<file path="config.mk">
export PLATFORM = sky130hd
export DESIGN_NAME = smbh_host
export DESIGN_NICKNAME = d
export VERILOG_FILES = /design/src/rtl/smbh_pkg.sv /design/src/rtl/smbh_bit_engine.sv /design/src/rtl/smbh_sequencer.sv /design/src/rtl/smbh_regfile.sv /design/src/rtl/smbh_host.sv
export SDC_FILE = /design/constraint.sdc
export NUM_CORES = 1
export LEC_CHECK = 0
export BUFFER_PORTS_ARGS = -buffer_cell sky130_fd_sc_hd__buf_2
export CORE_MARGIN = 4
export CORE_UTILIZATION = 45
export DETAILED_ROUTE_END_ITERATION = 10
export PLACE_DENSITY = 0.63
export SLEW_MARGIN = 40
export SYNTH_ARGS = -nofsm -noshare
export SYNTH_HDL_FRONTEND = slang
export SYNTH_SLANG_ARGS = --single-unit
</file>
<file path="constraint.sdc">
create_clock -name clk -period 7.1 [get_ports clk]
set_input_delay 0.71 -clock clk [delete_from_list [all_inputs] [get_ports clk]]
set_output_delay 0.71 -clock clk [all_outputs]
set_load 0.005 [all_outputs]
</file>
<file path="src/rtl/smbh_pkg.sv">
package smbh_pkg;
    localparam int BYTE_W = 8;

    typedef enum logic [1:0] {
        OP_START,
        OP_STOP,
        OP_BIT
    } bus_op_e;

    typedef enum logic [2:0] {
        S_IDLE,
        S_START,
        S_ADDR_WR,
        S_CMD,
        S_RESTART,
        S_ADDR_RD,
        S_DATA,
        S_STOP
    } seq_state_e;

    typedef enum logic {
        E_IDLE,
        E_RUN
    } eng_state_e;

    localparam logic [2:0] OFS_STATUS = 3'd0;
    localparam logic [2:0] OFS_CTRL   = 3'd2;
    localparam logic [2:0] OFS_CMD    = 3'd3;
    localparam logic [2:0] OFS_ADDR   = 3'd4;
    localparam logic [2:0] OFS_DATA   = 3'd5;

    localparam logic [2:0] PROTO_BYTE_DATA_RD = 3'd2;
    localparam int         LAUNCH_BIT         = 6;
endpackage

</file>
<file path="src/rtl/smbh_bit_engine.sv">
module smbh_bit_engine
    import smbh_pkg::*;
#(
    parameter int QDIV = 25
) (
    input  logic    clk,
    input  logic    rst_n,
    input  logic    op_valid,
    input  bus_op_e op,
    input  logic    op_bit,
    input  logic    scl_i,
    input  logic    sda_i,
    output logic    op_busy,
    output logic    op_done,
    output logic    rx_bit,
    output logic    scl_oe,
    output logic    sda_oe
);
    localparam int             CW       = (QDIV > 1) ? $clog2(QDIV) : 1;
    localparam logic [CW-1:0]  CNT_LAST = CW'(QDIV - 1);

    eng_state_e    st_q;
    logic [1:0]    ph_q;
    logic [CW-1:0] cnt_q;
    bus_op_e       op_q;
    logic          bit_q;
    logic          rx_q;
    logic          scl_oe_q;
    logic          sda_oe_q;
    logic          stall;
    logic          tick;

    // returns {pull scl low, pull sda low} for one quarter phase
    function automatic logic [1:0] lines(input bus_op_e o, input logic b, input logic [1:0] ph);
        logic [1:0] r;
        r = 2'b00;
        unique case (o)
            OP_START: begin
                unique case (ph)
                    2'd0: r = 2'b10;
                    2'd1: r = 2'b00;
                    2'd2: r = 2'b01;
                    default: r = 2'b11;
                endcase
            end
            OP_STOP: begin
                unique case (ph)
                    2'd0: r = 2'b11;
                    2'd1: r = 2'b01;
                    default: r = 2'b00;
                endcase
            end
            default: begin
                r = {(ph == 2'd0) || (ph == 2'd3), ~b};
            end
        endcase
        return r;
    endfunction

    assign stall   = (st_q == E_RUN) && ((ph_q == 2'd1) || (ph_q == 2'd2)) && !scl_i;
    assign tick    = (st_q == E_RUN) && !stall && (cnt_q == CNT_LAST);
    assign op_done = tick && (ph_q == 2'd3);
    assign op_busy = (st_q == E_RUN);
    assign rx_bit  = rx_q;
    assign scl_oe  = scl_oe_q;
    assign sda_oe  = sda_oe_q;

    // state register: engine state, phase and divider
    always_ff @(posedge clk or negedge rst_n) begin
        if (!rst_n) begin
            st_q  <= E_IDLE;
            ph_q  <= 2'd0;
            cnt_q <= '0;
        end else begin
            unique case (st_q)
                E_IDLE: begin
                    if (op_valid) begin
                        st_q  <= E_RUN;
                        ph_q  <= 2'd0;
                        cnt_q <= '0;
                    end
                end
                default: begin
                    if (!stall) begin
                        if (cnt_q != CNT_LAST) begin
                            cnt_q <= cnt_q + 1'b1;
                        end else begin
                            cnt_q <= '0;
                            if (ph_q == 2'd3) st_q <= E_IDLE;
                            else              ph_q <= ph_q + 2'd1;
                        end
                    end
                end
            endcase
        end
    end

    // outputs: latched operation, line drivers, received bit
    always_ff @(posedge clk or negedge rst_n) begin
        if (!rst_n) begin
            op_q     <= OP_STOP;
            bit_q    <= 1'b1;
            rx_q     <= 1'b1;
            scl_oe_q <= 1'b0;
            sda_oe_q <= 1'b0;
        end else if (st_q == E_IDLE) begin
            if (op_valid) begin
                op_q                 <= op;
                bit_q                <= op_bit;
                {scl_oe_q, sda_oe_q} <= lines(op, op_bit, 2'd0);
            end
        end else if (tick) begin
            if (ph_q == 2'd2) rx_q <= sda_i;
            if (ph_q != 2'd3) {scl_oe_q, sda_oe_q} <= lines(op_q, bit_q, ph_q + 2'd1);
        end
    end

    // with scl released, sda may only move inside START/STOP
    a_r10_sda_moves_with_scl_low: assert property (@(posedge clk) disable iff (!rst_n)
        ((sda_oe != $past(sda_oe)) && !$past(scl_oe)) |-> (op_q != OP_BIT));

    // a target holding scl low freezes the phase
    a_r11_wait_for_scl_high: assert property (@(posedge clk) disable iff (!rst_n)
        ((st_q == E_RUN) && (ph_q == 2'd1) && !scl_i) |=> ((ph_q == 2'd1) && (st_q == E_RUN)));
endmodule

</file>
<file path="src/rtl/smbh_sequencer.sv">
module smbh_sequencer
    import smbh_pkg::*;
(
    input  logic              clk,
    input  logic              rst_n,
    input  logic              launch,
    input  logic [2:0]        launch_proto,
    input  logic [6:0]        tgt_addr,
    input  logic [BYTE_W-1:0] cmd_byte,
    input  logic              eng_busy,
    input  logic              eng_done,
    input  logic              rx_bit,
    output logic              op_valid,
    output bus_op_e           op,
    output logic              op_bit,
    output logic              busy,
    output logic              fin_ok,
    output logic              fin_err,
    output logic [BYTE_W-1:0] rx_byte
);
    localparam int         BN_W     = $clog2(BYTE_W + 1);
    localparam logic [BN_W-1:0] LAST_BIT = BN_W'(BYTE_W);

    seq_state_e        state_q, state_d;
    logic [BN_W-1:0]   bitn_q, bitn_d;
    logic [BYTE_W-1:0] sh_q, sh_d;
    logic [BYTE_W-1:0] cmd_q, cmd_d;
    logic [6:0]        tgt_q, tgt_d;
    logic              nack_q, nack_d;
    logic              good_launch;

    assign good_launch = launch && (launch_proto == PROTO_BYTE_DATA_RD);

    always_ff @(posedge clk or negedge rst_n) begin
        if (!rst_n) begin
            state_q <= S_IDLE;
            bitn_q  <= '0;
            sh_q    <= '0;
            cmd_q   <= '0;
            tgt_q   <= '0;
            nack_q  <= 1'b0;
        end else begin
            state_q <= state_d;
            bitn_q  <= bitn_d;
            sh_q    <= sh_d;
            cmd_q   <= cmd_d;
            tgt_q   <= tgt_d;
            nack_q  <= nack_d;
        end
    end

    always_comb begin
        state_d = state_q;
        bitn_d  = bitn_q;
        sh_d    = sh_q;
        cmd_d   = cmd_q;
        tgt_d   = tgt_q;
        nack_d  = nack_q;
        unique case (state_q)
            S_IDLE: begin
                if (good_launch) begin
                    state_d = S_START;
                    nack_d  = 1'b0;
                    tgt_d   = tgt_addr;
                    cmd_d   = cmd_byte;
                end
            end
            S_START, S_RESTART: begin
                if (eng_done) begin
                    state_d = (state_q == S_START) ? S_ADDR_WR : S_ADDR_RD;
                    sh_d    = {tgt_q, (state_q == S_RESTART)};
                    bitn_d  = '0;
                end
            end
            S_ADDR_WR, S_CMD, S_ADDR_RD: begin
                if (eng_done) begin
                    if (bitn_q != LAST_BIT) begin
                        sh_d   = {sh_q[BYTE_W-2:0], 1'b0};
                        bitn_d = bitn_q + 1'b1;
                    end else if (rx_bit) begin
                        nack_d  = 1'b1;
                        state_d = S_STOP;
                    end else begin
                        bitn_d = '0;
                        if (state_q == S_ADDR_WR) begin
                            state_d = S_CMD;
                            sh_d    = cmd_q;
                        end else if (state_q == S_CMD) begin
                            state_d = S_RESTART;
                        end else begin
                            state_d = S_DATA;
                        end
                    end
                end
            end
            S_DATA: begin
                if (eng_done) begin
                    if (bitn_q != LAST_BIT) begin
                        sh_d   = {sh_q[BYTE_W-2:0], rx_bit};
                        bitn_d = bitn_q + 1'b1;
                    end else begin
                        state_d = S_STOP;
                    end
                end
            end
            S_STOP: begin
                if (eng_done) state_d = S_IDLE;
            end
            default: state_d = S_IDLE;
        endcase
    end

    always_comb begin
        op_valid = (state_q != S_IDLE) && !eng_busy;
        op       = OP_BIT;
        op_bit   = 1'b1;
        unique case (state_q)
            S_START, S_RESTART: op = OP_START;
            S_STOP:             op = OP_STOP;
            S_ADDR_WR, S_CMD, S_ADDR_RD: op_bit = (bitn_q == LAST_BIT) ? 1'b1 : sh_q[BYTE_W-1];
            default: ;
        endcase
        busy    = (state_q != S_IDLE);
        fin_ok  = (state_q == S_STOP) && eng_done && !nack_q;
        fin_err = ((state_q == S_STOP) && eng_done && nack_q) ||
                  ((state_q == S_IDLE) && launch && !good_launch);
        rx_byte = sh_q;
    end

    // bus engine is quiet whenever the sequencer is idle
    a_r4_idle_engine_quiet: assert property (@(posedge clk) disable iff (!rst_n)
        (state_q == S_IDLE) |-> !eng_busy);

    // a finish report is followed by an idle sequencer
    a_r5_finish_clears_busy: assert property (@(posedge clk) disable iff (!rst_n)
        (fin_ok || (fin_err && eng_done)) |=> (state_q == S_IDLE));

    // an unsupported protocol launch never leaves idle
    a_r7_bad_proto_stays_idle: assert property (@(posedge clk) disable iff (!rst_n)
        ((state_q == S_IDLE) && launch && (launch_proto != PROTO_BYTE_DATA_RD)) |=> (state_q == S_IDLE));

    a_r4_bit_index_bound: assert property (@(posedge clk) disable iff (!rst_n)
        bitn_q <= LAST_BIT);
endmodule

</file>
<file path="src/rtl/smbh_regfile.sv">
module smbh_regfile
    import smbh_pkg::*;
(
    input  logic              clk,
    input  logic              rst_n,
    input  logic [2:0]        reg_addr,
    input  logic              reg_wr,
    input  logic [BYTE_W-1:0] reg_wdata,
    output logic [BYTE_W-1:0] reg_rdata,
    input  logic              busy,
    input  logic              fin_ok,
    input  logic              fin_err,
    input  logic [BYTE_W-1:0] rx_byte,
    output logic              launch,
    output logic [2:0]        launch_proto,
    output logic [6:0]        tgt_addr,
    output logic [BYTE_W-1:0] cmd_byte
);
    localparam int NFLAG = 4;

    logic [2:0]        proto_q;
    logic [BYTE_W-1:0] cmd_q;
    logic [BYTE_W-1:0] addr_q;
    logic [BYTE_W-1:0] data_q;
    logic [NFLAG:1]    flag_q;
    logic [NFLAG:1]    flag_set;
    logic              wr_status, wr_ctrl;

    assign wr_status    = reg_wr && (reg_addr == OFS_STATUS);
    assign wr_ctrl      = reg_wr && (reg_addr == OFS_CTRL) && !busy;
    assign launch       = wr_ctrl && reg_wdata[LAUNCH_BIT];
    assign launch_proto = reg_wdata[4:2];
    assign tgt_addr     = addr_q[7:1];
    assign cmd_byte     = cmd_q;
    assign flag_set     = {2'b00, fin_err, fin_ok};

    for (genvar i = 1; i <= NFLAG; i++) begin : g_flag
        logic f_q;
        always_ff @(posedge clk or negedge rst_n) begin
            if (!rst_n)                          f_q <= 1'b0;
            else if (flag_set[i])                f_q <= 1'b1;
            else if (wr_status && reg_wdata[i])  f_q <= 1'b0;
        end
        assign flag_q[i] = f_q;
    end

    always_ff @(posedge clk or negedge rst_n) begin
        if (!rst_n) begin
            proto_q <= '0;
            cmd_q   <= '0;
            addr_q  <= '0;
            data_q  <= '0;
        end else begin
            if (wr_ctrl) proto_q <= reg_wdata[4:2];
            if (reg_wr && (reg_addr == OFS_CMD))  cmd_q  <= reg_wdata;
            if (reg_wr && (reg_addr == OFS_ADDR)) addr_q <= reg_wdata;
            if (fin_ok)                                data_q <= rx_byte;
            else if (reg_wr && (reg_addr == OFS_DATA)) data_q <= reg_wdata;
        end
    end

    always_comb begin
        unique case (reg_addr)
            OFS_STATUS: reg_rdata = {3'b000, flag_q, busy};
            OFS_CTRL:   reg_rdata = {3'b000, proto_q, 2'b00};
            OFS_CMD:    reg_rdata = cmd_q;
            OFS_ADDR:   reg_rdata = addr_q;
            OFS_DATA:   reg_rdata = data_q;
            default:    reg_rdata = '0;
        endcase
    end

    // control writes during a transaction leave the protocol field alone
    a_r8_ctrl_locked_when_busy: assert property (@(posedge clk) disable iff (!rst_n)
        (reg_wr && (reg_addr == OFS_CTRL) && busy) |=> $stable(proto_q));

    // a failure leaves the data register as it was
    a_r6_fail_keeps_data: assert property (@(posedge clk) disable iff (!rst_n)
        (fin_err && !(reg_wr && (reg_addr == OFS_DATA))) |=> $stable(data_q));
endmodule

</file>
<file path="src/rtl/smbh_host.sv">
module smbh_host
    import smbh_pkg::*;
#(
    parameter int QDIV = 25
) (
    input  logic       clk,
    input  logic       rst_n,
    input  logic [2:0] reg_addr,
    input  logic       reg_wr,
    input  logic [7:0] reg_wdata,
    output logic [7:0] reg_rdata,
    input  logic       scl_i,
    output logic       scl_oe,
    input  logic       sda_i,
    output logic       sda_oe
);
    logic              launch;
    logic [2:0]        launch_proto;
    logic [6:0]        tgt_addr;
    logic [BYTE_W-1:0] cmd_byte;
    logic              busy, fin_ok, fin_err;
    logic [BYTE_W-1:0] rx_byte;
    logic              op_valid, op_bit, eng_busy, eng_done, rx_bit;
    bus_op_e           op;

    smbh_regfile u_regs (
        .clk          (clk),
        .rst_n        (rst_n),
        .reg_addr     (reg_addr),
        .reg_wr       (reg_wr),
        .reg_wdata    (reg_wdata),
        .reg_rdata    (reg_rdata),
        .busy         (busy),
        .fin_ok       (fin_ok),
        .fin_err      (fin_err),
        .rx_byte      (rx_byte),
        .launch       (launch),
        .launch_proto (launch_proto),
        .tgt_addr     (tgt_addr),
        .cmd_byte     (cmd_byte)
    );

    smbh_sequencer u_seq (
        .clk          (clk),
        .rst_n        (rst_n),
        .launch       (launch),
        .launch_proto (launch_proto),
        .tgt_addr     (tgt_addr),
        .cmd_byte     (cmd_byte),
        .eng_busy     (eng_busy),
        .eng_done     (eng_done),
        .rx_bit       (rx_bit),
        .op_valid     (op_valid),
        .op           (op),
        .op_bit       (op_bit),
        .busy         (busy),
        .fin_ok       (fin_ok),
        .fin_err      (fin_err),
        .rx_byte      (rx_byte)
    );

    smbh_bit_engine #(.QDIV(QDIV)) u_eng (
        .clk      (clk),
        .rst_n    (rst_n),
        .op_valid (op_valid),
        .op       (op),
        .op_bit   (op_bit),
        .scl_i    (scl_i),
        .sda_i    (sda_i),
        .op_busy  (eng_busy),
        .op_done  (eng_done),
        .rx_bit   (rx_bit),
        .scl_oe   (scl_oe),
        .sda_oe   (sda_oe)
    );

    // busy rises only through an accepted launch
    a_r3_busy_needs_launch: assert property (@(posedge clk) disable iff (!rst_n)
        $rose(busy) |-> $past(launch));
endmodule

</file>
==> results of run 1 <==
-- power groups by stage --
| stage | combinational (mW) | sequential, mW | clock [mW] |
|---|---|---|---|
| after floorplan | 0.289 | 0.557 | 0 |
| after global placement | 0.331 | 0.604 | 0 |
| after detailed placement | 0.340 | 0.607 | 0 |
| after CTS | 0.340 | 0.599 | 0.362 |
| after global routing | 0.391 | 0.615 | 0.376 |
| final | 0.336 | 0.600 | 0.349 |
-- final timing paths --
| check | startpoint | endpoint | slack (ns) | cells after the start |
|---|---|---|---|---|
| worst max-delay path | u_seq.bitn_q[0] | u_seq.rx_byte[4] | 4.30 | 7 |
| worst min-delay path | rst_n | u_seq.bitn_q[3] | 0.36 | 1 |
| worst max register to register | u_seq.bitn_q[0] | u_seq.rx_byte[4] | 4.30 | 7 |
| worst min register to register | u_regs.g_flag[1].f_q | u_regs.g_flag[1].f_q | 0.49 | 2 |
| max in group asynchronous | rst_n | u_seq.state_q[0] | 6.25 | 1 |
| min in group clk | u_regs.g_flag[1].f_q | u_regs.g_flag[1].f_q | 0.49 | 2 |
-- metal layers --
| layer | GRT usage (%) | part of all wire [%] | vias to the layer above |
|---|---|---|---|
| met5 | 0 | 0 | - |
| met4 | 5.25 | 0.96 | 0 |
| met3 | 4.71 | 4.2 | 7 |
| met2 | 27.2 | 46 | 57 |
| met1 | 26.5 | 49 | 1434 |
| li1 | - | - | 1420 |
-- synth_stat cells (2+ instances only) --
cell | instances | area (um^2)
sky130_fd_sc_hd__a211oi_1 | 2 | 15.0
sky130_fd_sc_hd__a21oi_1 | 23 | 115
sky130_fd_sc_hd__a22oi_1 | 4 | 30.0
sky130_fd_sc_hd__a31oi_1 | 9 | 56.3
sky130_fd_sc_hd__a41oi_1 | 2 | 17.5
sky130_fd_sc_hd__and2_1 | 2 | 12.5
sky130_fd_sc_hd__and3_1 | 2 | 12.5
sky130_fd_sc_hd__buf_1 | 3 | 11.3
sky130_fd_sc_hd__buf_2 | 4 | 20.0
sky130_fd_sc_hd__clkbuf_1 | 15 | 56.3
sky130_fd_sc_hd__dfrtp_1 | 71 | 1780
sky130_fd_sc_hd__dfstp_2 | 3 | 78.8
sky130_fd_sc_hd__ha_1 | 6 | 75.1
sky130_fd_sc_hd__inv_1 | 11 | 41.3
sky130_fd_sc_hd__mux2_2 | 35 | 394
sky130_fd_sc_hd__mux2_4 | 8 | 120
sky130_fd_sc_hd__mux2i_1 | 25 | 250
sky130_fd_sc_hd__nand2_1 | 47 | 176
sky130_fd_sc_hd__nand2b_1 | 7 | 43.8
sky130_fd_sc_hd__nand3_1 | 6 | 30.0
sky130_fd_sc_hd__nand3b_1 | 2 | 15.0
sky130_fd_sc_hd__nand4_1 | 4 | 25.0
sky130_fd_sc_hd__nand4b_1 | 3 | 26.3
sky130_fd_sc_hd__nor2_1 | 24 | 90.1
sky130_fd_sc_hd__nor2b_1 | 2 | 12.5
sky130_fd_sc_hd__nor3_1 | 4 | 20.0
sky130_fd_sc_hd__o21ai_0 | 29 | 145
sky130_fd_sc_hd__o22ai_1 | 8 | 50.1
sky130_fd_sc_hd__o31ai_1 | 2 | 15.0
sky130_fd_sc_hd__or3_1 | 2 | 12.5
sky130_fd_sc_hd__xnor2_1 | 2 | 17.5
sky130_fd_sc_hd__xor2_1 | 5 | 43.8
-- flip-flops by register name, summed over array words and instances (netlist names), 3 cells and up --
signal           flops
u_eng.cnt_q          5
u_seq.rx_byte        8
u_regs.addr_q        8
u_seq.state_q        3
u_seq.tgt_q          7
u_regs.proto_q       3
u_regs.cmd_byte      8
u_seq.bitn_q         4
u_regs.data_q        8
u_seq.cmd_q          8
-- logic make-up (layout without fill, tap and decap cells) --
| group | after synthesis | after routing | share of synthesized area [%] |
|---|---|---|---|
| flops | 74 | 74 | 46.8 |
| buf+inv | 34 | 53 | 3.54 |
| compound gates | 89 | 89 | 13.5 |
| mux | 68 | 68 | 19.3 |
| simple gates | 111 | 111 | 13.4 |
| fa+ha+maj | 6 | 6 | 1.90 |
| xor+xnor | 7 | 7 | 1.55 |
-- worst max-delay path, cell delays in order, from the launching register on --
cell                      delay [ns]
sky130_fd_sc_hd__dfrtp_1        0.40
sky130_fd_sc_hd__inv_1          0.06
sky130_fd_sc_hd__ha_1           0.20
sky130_fd_sc_hd__and3b_1        0.40
sky130_fd_sc_hd__o21ai_2        0.24
sky130_fd_sc_hd__or4b_1         0.58
sky130_fd_sc_hd__a31o_1         0.43
sky130_fd_sc_hd__mux2_4         0.37
-- final cells by class --
type	instances	area, um^2
Clock inverter	5	61.3
Clock buffer	11	151
Multi-Input combinational cell	281	1970
Timing Repair Buffer	26	143
Tap cell	105	131
Inverter	11	41.3
Sequential cell	74	1860
Fill cell	805	4030
-- metrics by stage --
stage | setup WS (ns) | cell area, um^2 | hold slack (ns)
3_5_place_dp | 4.27 | 4130 | 0.471
3_3_place_gp | 4.31 | 4120 | 0.462
4_1_cts | 4.17 | 4340 | 0.395
2_1_floorplan | 4.68 | 3960 | 0.414
6_report | 4.30 | 4350 | 0.359
5_1_grt | 4.16 | 4350 | 0.410
==> flow_results.org, run 1 <==
** Setup path
- STA classifies the critical path endpoint as a flop.
- STA classifies the critical path startpoint as a flop.
- Required arrival time at the worst endpoint :: 7.33 ns
- The setup path with the least slack is of type flop to flop.
- STA puts the critical path data arrival time at 3.04 ns.
- Of all nets on the critical path, the largest fanout is 16.

** Timing
- Worst Clk Skew :: 0.00748 ns
- Setup repair after global routing left no endpoint under its margin.
- Setup total negative slack on the finished layout was measured at 0 ns.
- For the pin with the worst max-slew slack, the measured transition is 0.771 ns.
- Counting I/O delays and the setup requirement, the final critical path takes 2.80 ns.
- Setup-failing EPs final :: 0
- Period utilization :: 39.4%
- The final-report hold violation count was 0.
- Final Max Tran Viols :: 0
- Maximum operating frequency :: 0.357 GHz
- In this run the tightest slew margin relative to its limit is 47.1%.

** Pwr
- Sw Share :: 34.4%
- Part of the power in the clock network :: 27.2%
- VDD sags by at most 0.000123 V.
- Leak pwr :: 2.01 nW
- Cell Int Power :: 844 uW
- The completed layout was analyzed and its total power is 1.29 mW.
- For this design the ratio of total power to cell area is 296 mW/mm^2.
- The share of total power dissipated in combinational logic is 26.2%.
- Registers are responsible for 46.7% of the overall power.
- Net Sw Power :: 442 uW

** Synth
- The mapped netlist covers 0.00396 mm^2.
- Number of unique standard cell types used by synthesis :: 49
- Among all flip-flop cells after synthesis, the most frequent one is sky130_fd_sc_hd__dfrtp_1.
- Yosys printed 0 warnings.
- After technology mapping, the gate count stands at 389.
- Async set-or-reset flop fraction in the synthesized netlist :: 100%
- Yosys mapped a number of flops with a built-in enable equal to 0.
- Sequential elements use 46.8% of the synthesized area.
- Synthesized netlist net count :: 411
- After synthesis, the mean cell area works out to 10.2 um^2.
- Synthesis inferred 74 register bits.

** Clock network
- The later pin in the worst-skew pair is clocked with a latency of 0.35 ns.
- The root buffer cell chosen for the clock tree is sky130_fd_sc_hd__clkbuf_8.
- Buffer depth of the longest clock path :: 2
- Once the clock tree was built, the setup fixing pass inserted 0 buffers.
- Total number of clock tree sinks :: 74
- Clock edge transition at the registers on the reported setup and hold paths :: 0.08 ns
- TritonCTS created 9 clock buffers.
- The number of gates resized after CTS was 0.
- CTS tree :: built
- Number of H-tree levels :: 3
- # hold bufs at CTS :: 0

** Routing
- Across all layers, the routed design uses 2918 vias.
- Final WL :: 8650 um
- Routed length per instance :: 16.9 um
- The pre-antenna-repair detailed-routing pass consisted of 4 iterations.
- After detailed routing, the number of remaining DRC violations is 0.
- Antenna-violating nets left :: 0
- Count of routing violations after the opening detailed-route iteration :: 177
- In the routed layout, each cell is associated on average with a via count of 5.69.

** Global route
- Overall overflow remaining after global route :: 0
- The initial antenna violation count is 0.
- Largest net degree at the start of global routing :: 75
- Global routing used 18.3% of the available tracks.
- The via count of the first global-routing pass came to 2915.
- Wire length of the first global-routing pass :: 14800 um

** Die
- Cell Rows :: 33
- Die footprint :: 0.0104 mm^2
- Die height :: 102 um
- Effective utilization at floorplan :: 47.3%
- Horizontal die dimension :: 102 um
- Core region area :: 0.00838 mm^2
- # IOs :: 26

** Worst hold path
- The min-delay analysis places its worst path in the category input pin to async pin.

** Place
- GPL Wtd Cong :: 0.852
- Port Buf Inserts :: 25
- Placed cell count :: 496
- Once detailed placement completed, the half-perimeter wirelength came to 5930 um.

** Cells and area
- Layout cells sized above 1 :: 22.8%
- Most common library cell in the layout ignoring fill and taps :: sky130_fd_sc_hd__dfrtp_1
- After the flow finishes, the layout carries non-filler instances totaling 513.
- Compared with the post-synthesis result, the final layout area differs by 9.82%.
- For this run, the post-layout net count is 425.
- 0 antenna diodes ended up in the layout.
- Commonest cells after routing, fill and taps aside :: sky130_fd_sc_hd__dfrtp_1, sky130_fd_sc_hd__nand2_1, sky130_fd_sc_hd__mux2_2
- Post-layout utilization of the core :: 51.9%

** Job
- Max-cap violations :: 0

** Status
- The run finished with clean final reports.
Note: power is estimated with default switching activity, not from simulation.
==> run 2, diff against run 1 <==
clock period = 2.7 ns   (was 7.1 ns; I/O delays follow)
==> flow_results.org, run 2 (same netlist as run 1, synthesis figures left out) <==
** Status
- Result of the run :: completed

** Cells and area
- Most common library cell in the layout ignoring fill and taps :: sky130_fd_sc_hd__dfrtp_1
- Counting the fill cells in the layout gives 766.
- In the layout the commonest cells are sky130_fd_sc_hd__dfrtp_1, sky130_fd_sc_hd__nand2_1, sky130_fd_sc_hd__mux2_2.
- Number of nets at the end of the flow :: 437
- The multi-input combinational cells in the finished layout cover a total of 0.00197 mm^2.
- Layout cells sized above 1 :: 24.5%
- Once layout is complete, the utilization of the core stands at 53.2%.
- The repair_antennas step left the layout with diodes totalling 0.
- Area added between synthesis and finish :: 12.6%
- Across the whole layout, storage elements account for 0.00186 mm^2.

** Routing
- Count of routing violations after the opening detailed-route iteration :: 166
- Vias/cell :: 5.67
- Antenna-violating nets left :: 0
- In the final routed layout, each cell accounts on average for 16.7 um.
- The final route contains 2978 vias.
- The first detailed-routing pass took 5 iterations.
- For this run, design rule violations remaining after detail routing come to 0.
- Wires add up to 8780 um.

** Clock network
- Root buffer cell :: sky130_fd_sc_hd__clkbuf_8
- TritonCTS built the clock tree.
- Number of H-tree levels :: 3
- Clock tree synthesis found a total of 74 sinks.
- Count of instances resized after the clock tree is built :: 0
- The clock passes through at most 2 buffers.
- Clock insertion delay at the later pin of the skew report :: 0.35 ns
- TritonCTS Buffers :: 9
- Clock edge transition at the registers on the reported setup and hold paths :: 0.08 ns

** Die
- Die height :: 102 um
- Die footprint :: 0.0104 mm^2
- In this run the count of I/O pins placed on the die edge is 26.
- Core region area :: 0.00838 mm^2
- Effective utilization at floorplan :: 47.3%
- The die is 102 um wide.
- After floorplanning, the core was divided into 33 placement rows.

** Setup path
- The worst setup path is captured at a flop.
- Worst r2r dst :: u_seq.rx_byte[5]
- Biggest fanout along the worst timing path :: 8
- For this design, the slowest cell found on the critical path is sky130_fd_sc_hd__or4b_1.
- In this run the critical register-to-register path is launched from u_eng.ph_q[0].
- For the worst flop-to-flop path, the logic depth is 7.
- Critical Path Max Stage Delay :: 0.49 ns
- The critical path goes through inv_1 -> ha_1 -> o211a_1 -> nand2_1 -> or4b_1 -> a31o_1 -> mux2_4.
- Across all register-to-register paths, the minimum setup slack is 0.21 ns.
- Required arrival time at the worst endpoint :: 2.93 ns
- By startpoint and endpoint, the worst setup path is classified as flop to flop.
- Startpoint Class :: flop
- At the worst endpoint, the arrival time is 2.73 ns.

** Global route
- The via count of the first global-routing pass is 2877.
- Antenna violations before repair :: 0
- Largest net degree at the start of global routing :: 75
- GRT Overall Usage :: 17.8%
- Wire length of the first global-routing pass :: 14500 um
- Global routing finished with a remaining overflow of 0.

** Timing
- Setup slack closes at 0.205 ns.
- Final Max Tran Viols :: 0
- Relative slew slack :: 54.8%
- Worst Tran Pin Value :: 0.678 ns
- Based on the critical path, the design can be clocked at up to 0.401 GHz.
- Crit path time final :: 2.49 ns
- Setup-failing EPs final :: 0
- For the final database, setup skew stands at 0.00863 ns.
- Final setup TNS :: 0 ns
- Period utilization :: 92.4%
- Final hold vios :: 0
- Unrepaired setup endpoints after global routing :: no

** Place
- Routability-driven placement finished with a final weighted congestion of 0.791.
- Worst slack after detailed placement :: 0.223 ns
- Port Buf Inserts :: 25
- Summed over all nets, the half-perimeter wirelength after detailed placement is 6180 um.

** Worst hold path
- Worst hold endpoint :: u_eng.rx_bit
- Origin of the worst min-delay path :: sda_i
- In this run the worst hold path is classified as input pin to flop.
- Worst hold path stage count :: 2

** Pwr
- VDD sags by at most 0.000454 V.
- Leak pwr :: 2.08 nW
- Power density over the cells :: 795 mW/mm^2

** Job
- Max-cap violations in this run came to 0.
## run 2: cell count changes in the layout (fill, tap and decap cells not counted)
cell                            before  now
sky130_fd_sc_hd__dlygate4sd3_1       0    1
sky130_fd_sc_hd__clkinv_2            1    0
sky130_fd_sc_hd__bufinv_16           1    2
sky130_fd_sc_hd__clkinvlp_4          0    1
sky130_fd_sc_hd__buf_6               2    1
sky130_fd_sc_hd__buf_4               0   12
sky130_fd_sc_hd__clkinv_4            2    1
sky130_fd_sc_hd__dfrtp_1            70   71
sky130_fd_sc_hd__dfrtp_2             1    0
## run 2: how the worst max path moves through the flow
stage | end | slack (ns) | cells past startpoint | from
2_1_floorplan | u_seq.rx_byte[0] | 0.28 | 9 | u_eng.ph_q[0]
3_3_place_gp | u_seq.rx_byte[7] | 0.32 | 7 | u_eng.ph_q[0]
3_5_place_dp | u_seq.rx_byte[3] | 0.22 | 7 | u_eng.ph_q[0]
4_1_cts | u_seq.rx_byte[5] | 0.21 | 7 | u_eng.ph_q[0]
5_1_grt | u_seq.rx_byte[0] | 0.08 | 7 | u_eng.ph_q[0]
6_report | u_seq.rx_byte[5] | 0.21 | 7 | u_eng.ph_q[0]
## run 2: layer usage
layer / vias up / GRT usage (%) / part of all wire, %
li1: 1447 / - / -
met1: 1435 / 25.7 / 49
met2: 78 / 26.7 / 44
met3: 18 / 3.14 / 4.1
met4: 0 / 7.27 / 2.3
met5: - / 0 / 0
## run 2: through the flow
stage                     instances  hold WS [ns]  total power, mW  cell area [um^2]
after floorplan                 389       -0.0256             2.22              3960
after global placement          508         0.465             2.52              4210
after detailed placement        508         0.341             2.57              4220
after CTS                       525         0.147             3.57              4460
after global routing            525         0.168             3.77              4460
final                           525         0.154             3.55              4460
## run 2: power by group
group          total, mW  switching, mW  internal, mW
combinational       1.04          0.578         0.464
sequential          1.50          0.175          1.33
clock               1.00          0.427         0.576
total               3.55           1.18          2.37
## run 2: repair_timing
action	4_1_cts	5_1_grt
hold buffers	1	0
setup endpoints to repair	0	0
setup buffers	0	0
endpoints found under the hold margin	71	0
## run 2: worst max-delay path: cells and delay by family (launching register included)
| kind | cells | cell delay [ns] |
|---|---|---|
| compound gates | 2 | 0.57 |
| simple gates | 2 | 0.55 |
| flops | 1 | 0.41 |
| fa+ha+maj | 1 | 0.39 |
| mux | 1 | 0.36 |
| buf+inv | 1 | 0.09 |
## run 2: cell type report
type | count | share of cell area [%]
timing repair buffer | 38 | 5.19
clock buffer | 11 | 3.39
inverter | 11 | 0.925
multi-input combinational | 281 | 44.1
tap | 105 | 2.94
sequential | 74 | 41.6
clock inverter | 5 | 1.91
==> run 3, diff against run 2 <==
GPL_ROUTABILITY_DRIVEN = 0   (was not set)
SYNTH_HIERARCHICAL = 1   (was not set)
==> flow_results.org, run 3 <==
** Timing
- Worst hold slack :: 0.163 ns
- Unrepaired setup endpoints after global routing :: no
- The final-report hold violation count came to 0.
- Final Max Tran Viols :: 0
- Worst Tran Pin Value :: 0.673 ns
- The worst path meets setup with 0.269 ns of slack.
- Maximum operating frequency :: 0.411 GHz
- Setup-failing EPs final :: 0
- Dividing the final minimum period by the clock period gives 90.0%.
- For the final routed database, the setup TNS stands at 0 ns.
- Headroom to the max-slew limit came out at 55.1%.
- The smallest clock period supported by the final layout is computed as 2.43 ns.
- On the final layout, the worst clock skew is 0.00495 ns.

** Clock network
- The clock net in this run drives a total of 74 sinks.
- TritonCTS Buffers :: 9
- Clock edge transition at the registers on the reported setup and hold paths :: 0.08 ns
- The cell sitting at the root of the clock tree is a sky130_fd_sc_hd__clkbuf_8.
- TritonCTS built the clock tree.
- The later pin in the worst-skew pair is clocked with a latency of 0.34 ns.
- The clock passes through at most 2 buffers.
- CTS built an H-tree with a depth of 3.

** Routing
- Dividing the detail-routed wire length by the instance count gives 15.7 um.
- After detailed routing, the number of remaining DRC violations is 0.
- For this run, the detailed router's first-pass iteration total came to 4.
- Final WL :: 8800 um
- After detailed routing, the number of vias per cell comes to 5.34.
- Antenna-violating nets left :: 0
- The first routing iteration left 151 violations.
- The routed layout has 2992 vias.

** Worst hold path
- In this run the most critical hold path is launched from sda_i.
- Hold WC Path Type :: input pin to flop
- Worst hold path stage count :: 2
- Worst hold endpoint :: u_eng/rx_bit

** Pwr
- Power density over the cells :: 559 mW/mm^2
- Leak pwr :: 2.14 nW
- Maximum VDD drop :: 0.000304 V

** Global route
- Entering global routing, the biggest net connects 75 pins.
- GRT Overall Usage :: 16.9%
- Global routing finished with a remaining overflow of 0.
- The first global-routing pass estimated 15300 um of wire.
- Antenna violations before repair :: 0
- The via count of the first global-routing pass was 3003.

** Synth
- Leading register cell type out of synthesis :: sky130_fd_sc_hd__dfrtp_1
- Post-synth top cells :: sky130_fd_sc_hd__dfrtp_1, sky130_fd_sc_hd__nand2_1, sky130_fd_sc_hd__mux2_2, sky130_fd_sc_hd__o21ai_0, sky130_fd_sc_hd__nand3_1
- Number of warnings issued by yosys :: 6
- sky130_fd_sc_hd__dfrtp_1 takes more of the synthesized area than any other cell.
- The cell count after synthesis came out at 410.
- The number of different library cells used by synthesis comes to 60.
- After synthesis, the share of flip-flops with an asynchronous set or reset is 100%.
- Fraction of synthesized cell area taken by the top area cell type :: 41.6%
- Most frequently used cell type in the post-synthesis netlist :: sky130_fd_sc_hd__dfrtp_1
- Number of enable flip-flop cells after synthesis :: 0
- In the post-synthesis netlist, the biggest area contributors are sky130_fd_sc_hd__dfrtp_1, sky130_fd_sc_hd__mux2_2, sky130_fd_sc_hd__mux2_4.
- For this run, the register share of the synthesized area comes to 43.4%.
- Synthesized netlist net count :: 432
- After synthesis the cells add up to 0.00427 mm^2.
- In this run the mean area of a mapped cell was 10.4 um^2.
- Synthesis inferred 74 register bits.

** Cells and area
- With fillers left out, the area of the finished cells amounts to 0.00462 mm^2.
- Layout Cells excl Fill :: 560
- In the layout the commonest cells are sky130_fd_sc_hd__dfrtp_1, sky130_fd_sc_hd__nand2_1, sky130_fd_sc_hd__buf_2.
- FILL cells :: 868
- Antenna Diode Count :: 0
- Leaving out fill and tap cells, the most frequent cell in the layout is sky130_fd_sc_hd__dfrtp_1.
- Layout cells sized above 1 :: 27.8%
- Area added between synthesis and finish :: 8.02%
- For this run, the post-layout net count is 448.

** Job
- Max-cap violations in this run came to 0.

** Die
- The initial utilization of the core area, before any placement, comes to 46.3%.
- The region available for standard cell placement spans 0.00924 mm^2.
- The die is 105 um tall.
- Cell Rows :: 35
- Die footprint :: 0.0111 mm^2
- In this run the horizontal extent of the chip is 105 um.
- # IOs :: 26

** Setup path
- Critical Path Sink Type :: flop
- Data arrives at the worst endpoint at 2.70 ns.
- Critical Path, Cell by Cell :: inv_1 -> ha_1 -> o21ai_0 -> nor2_1 -> and2_1 -> buf_4 -> o31ai_1 -> a31oi_1 -> nand3_2 -> nand2b_1 -> o22ai_1
- Counting cells, the worst reg-to-reg path comes to 11.
- In this run the worst path has a maximum fanout of 9.
- Slack of the worst reg-to-reg path :: 0.27 ns
- Critical Path Slowest Stage Cell :: sky130_fd_sc_hd__dfrtp_1
- Startpoint Class :: flop
- The largest single stage delay on the critical path is 0.45 ns.
- By startpoint and endpoint, the worst setup path is classified as flop to flop.
- The startpoint identified for the worst register-to-register timing path is u_eng/ph_q[0].
- Required arrival time at the worst endpoint :: 2.97 ns
- The endpoint identified for the worst register-to-register timing path is u_seq/bitn_q[3].

** Place
- The placed instances occupy a cell area of 0.00441 mm^2.
- Half-perimeter wire length after detailed placement :: 6260 um
- Port Buf Inserts :: 25
- Placed cell count :: 542
- OpenSTA, run right after detailed placement, puts the worst setup slack at 0.299 ns.

** Status
- The run finished with clean final reports.
[run 3: cell count changes after synthesis, sizes merged, moves of 6 or more]
cell / delta
buf: +23
nand3: +18
nand2: +15
clkbuf: -13
nor2: -10
a31oi: -7
a211oi: +6
mux2i: -6
[run 3: area by class of cell]
type                            count  area (um^2)  share of cell area (%)
Clock buffer                        9          124                    2.68
Clock inverter                      7         68.8                    1.49
Sequential cell                    74         1860                    40.2
Timing Repair Buffer               38          231                    5.01
Inverter                           14         52.6                    1.14
Multi-Input combinational cell    289         2120                    46.0
Tap cell                          129          161                    3.50
[run 3: worst max path at each step]
stage,startpoint,to,slack (ns),depth (start not counted)
6_report,u_eng/ph_q[0],u_seq/bitn_q[3],0.27,11
5_1_grt,u_eng/ph_q[0],u_seq/bitn_q[3],0.001,11
4_1_cts,u_eng/ph_q[0],u_seq/bitn_q[3],0.29,11
3_5_place_dp,u_eng/ph_q[0],u_seq/bitn_q[3],0.30,11
3_3_place_gp,u_eng/ph_q[0],u_regs/data_q[6],0.30,8
2_1_floorplan,u_eng/ph_q[0],u_regs/data_q[2],0.40,10
[run 3: logic make-up after synthesis]
family | count (synthesis) | share of synthesized area, %
buffers and inverters | 47 | 6.97
multiplexers | 60 | 16.7
XOR/XNOR | 4 | 0.820
AO/OA/AOI/OAI | 85 | 13.3
adder cells (fa/ha/maj) | 6 | 1.76
AND/OR/NAND/NOR | 134 | 17.0
flip-flops | 74 | 43.4
[run 3: critical path: cells and delay by family (launching register included)]
family                   cells  cell delay (ns)
AO/OA/AOI/OAI                4             0.62
adder cells (fa/ha/maj)      1             0.29
buffers and inverters        2             0.23
flip-flops                   1             0.45
AND/OR/NAND/NOR              4             0.77
[run 3: through the flow]
stage                     power (mW)  utilization (%)
after floorplan                 1.65                -
after global placement          1.73             47.6
after detailed placement        1.75             47.7
after CTS                       2.61             49.9
after global routing            2.71             50.0
final                           2.58             50.0
[run 3: where the power goes]
group	internal, mW	switching [mW]	total, mW
Sequential	1.24	0.104	1.34
Combinational	0.207	0.177	0.385
Clock	0.425	0.428	0.853
[run 3: routing by layer]
metal | vias up | share of wire [%] | global-route usage, % | wire length, um
met1 | 1449 | 50 | 24.8 | 4380
li1 | 1472 | - | - | -
met5 | - | 0 | 0 | 0
met4 | 0 | 1.9 | 4.87 | 168
met2 | 59 | 45 | 25.1 | 3940
met3 | 12 | 3.6 | 3.55 | 315
[run 3: what timing repair did]
item                       CTS  global route
buffers inserted             0             1
hold endpoints to repair    71             0
hold buffers                 1             0
setup endpoints to repair    0             1
resized for setup            0             0
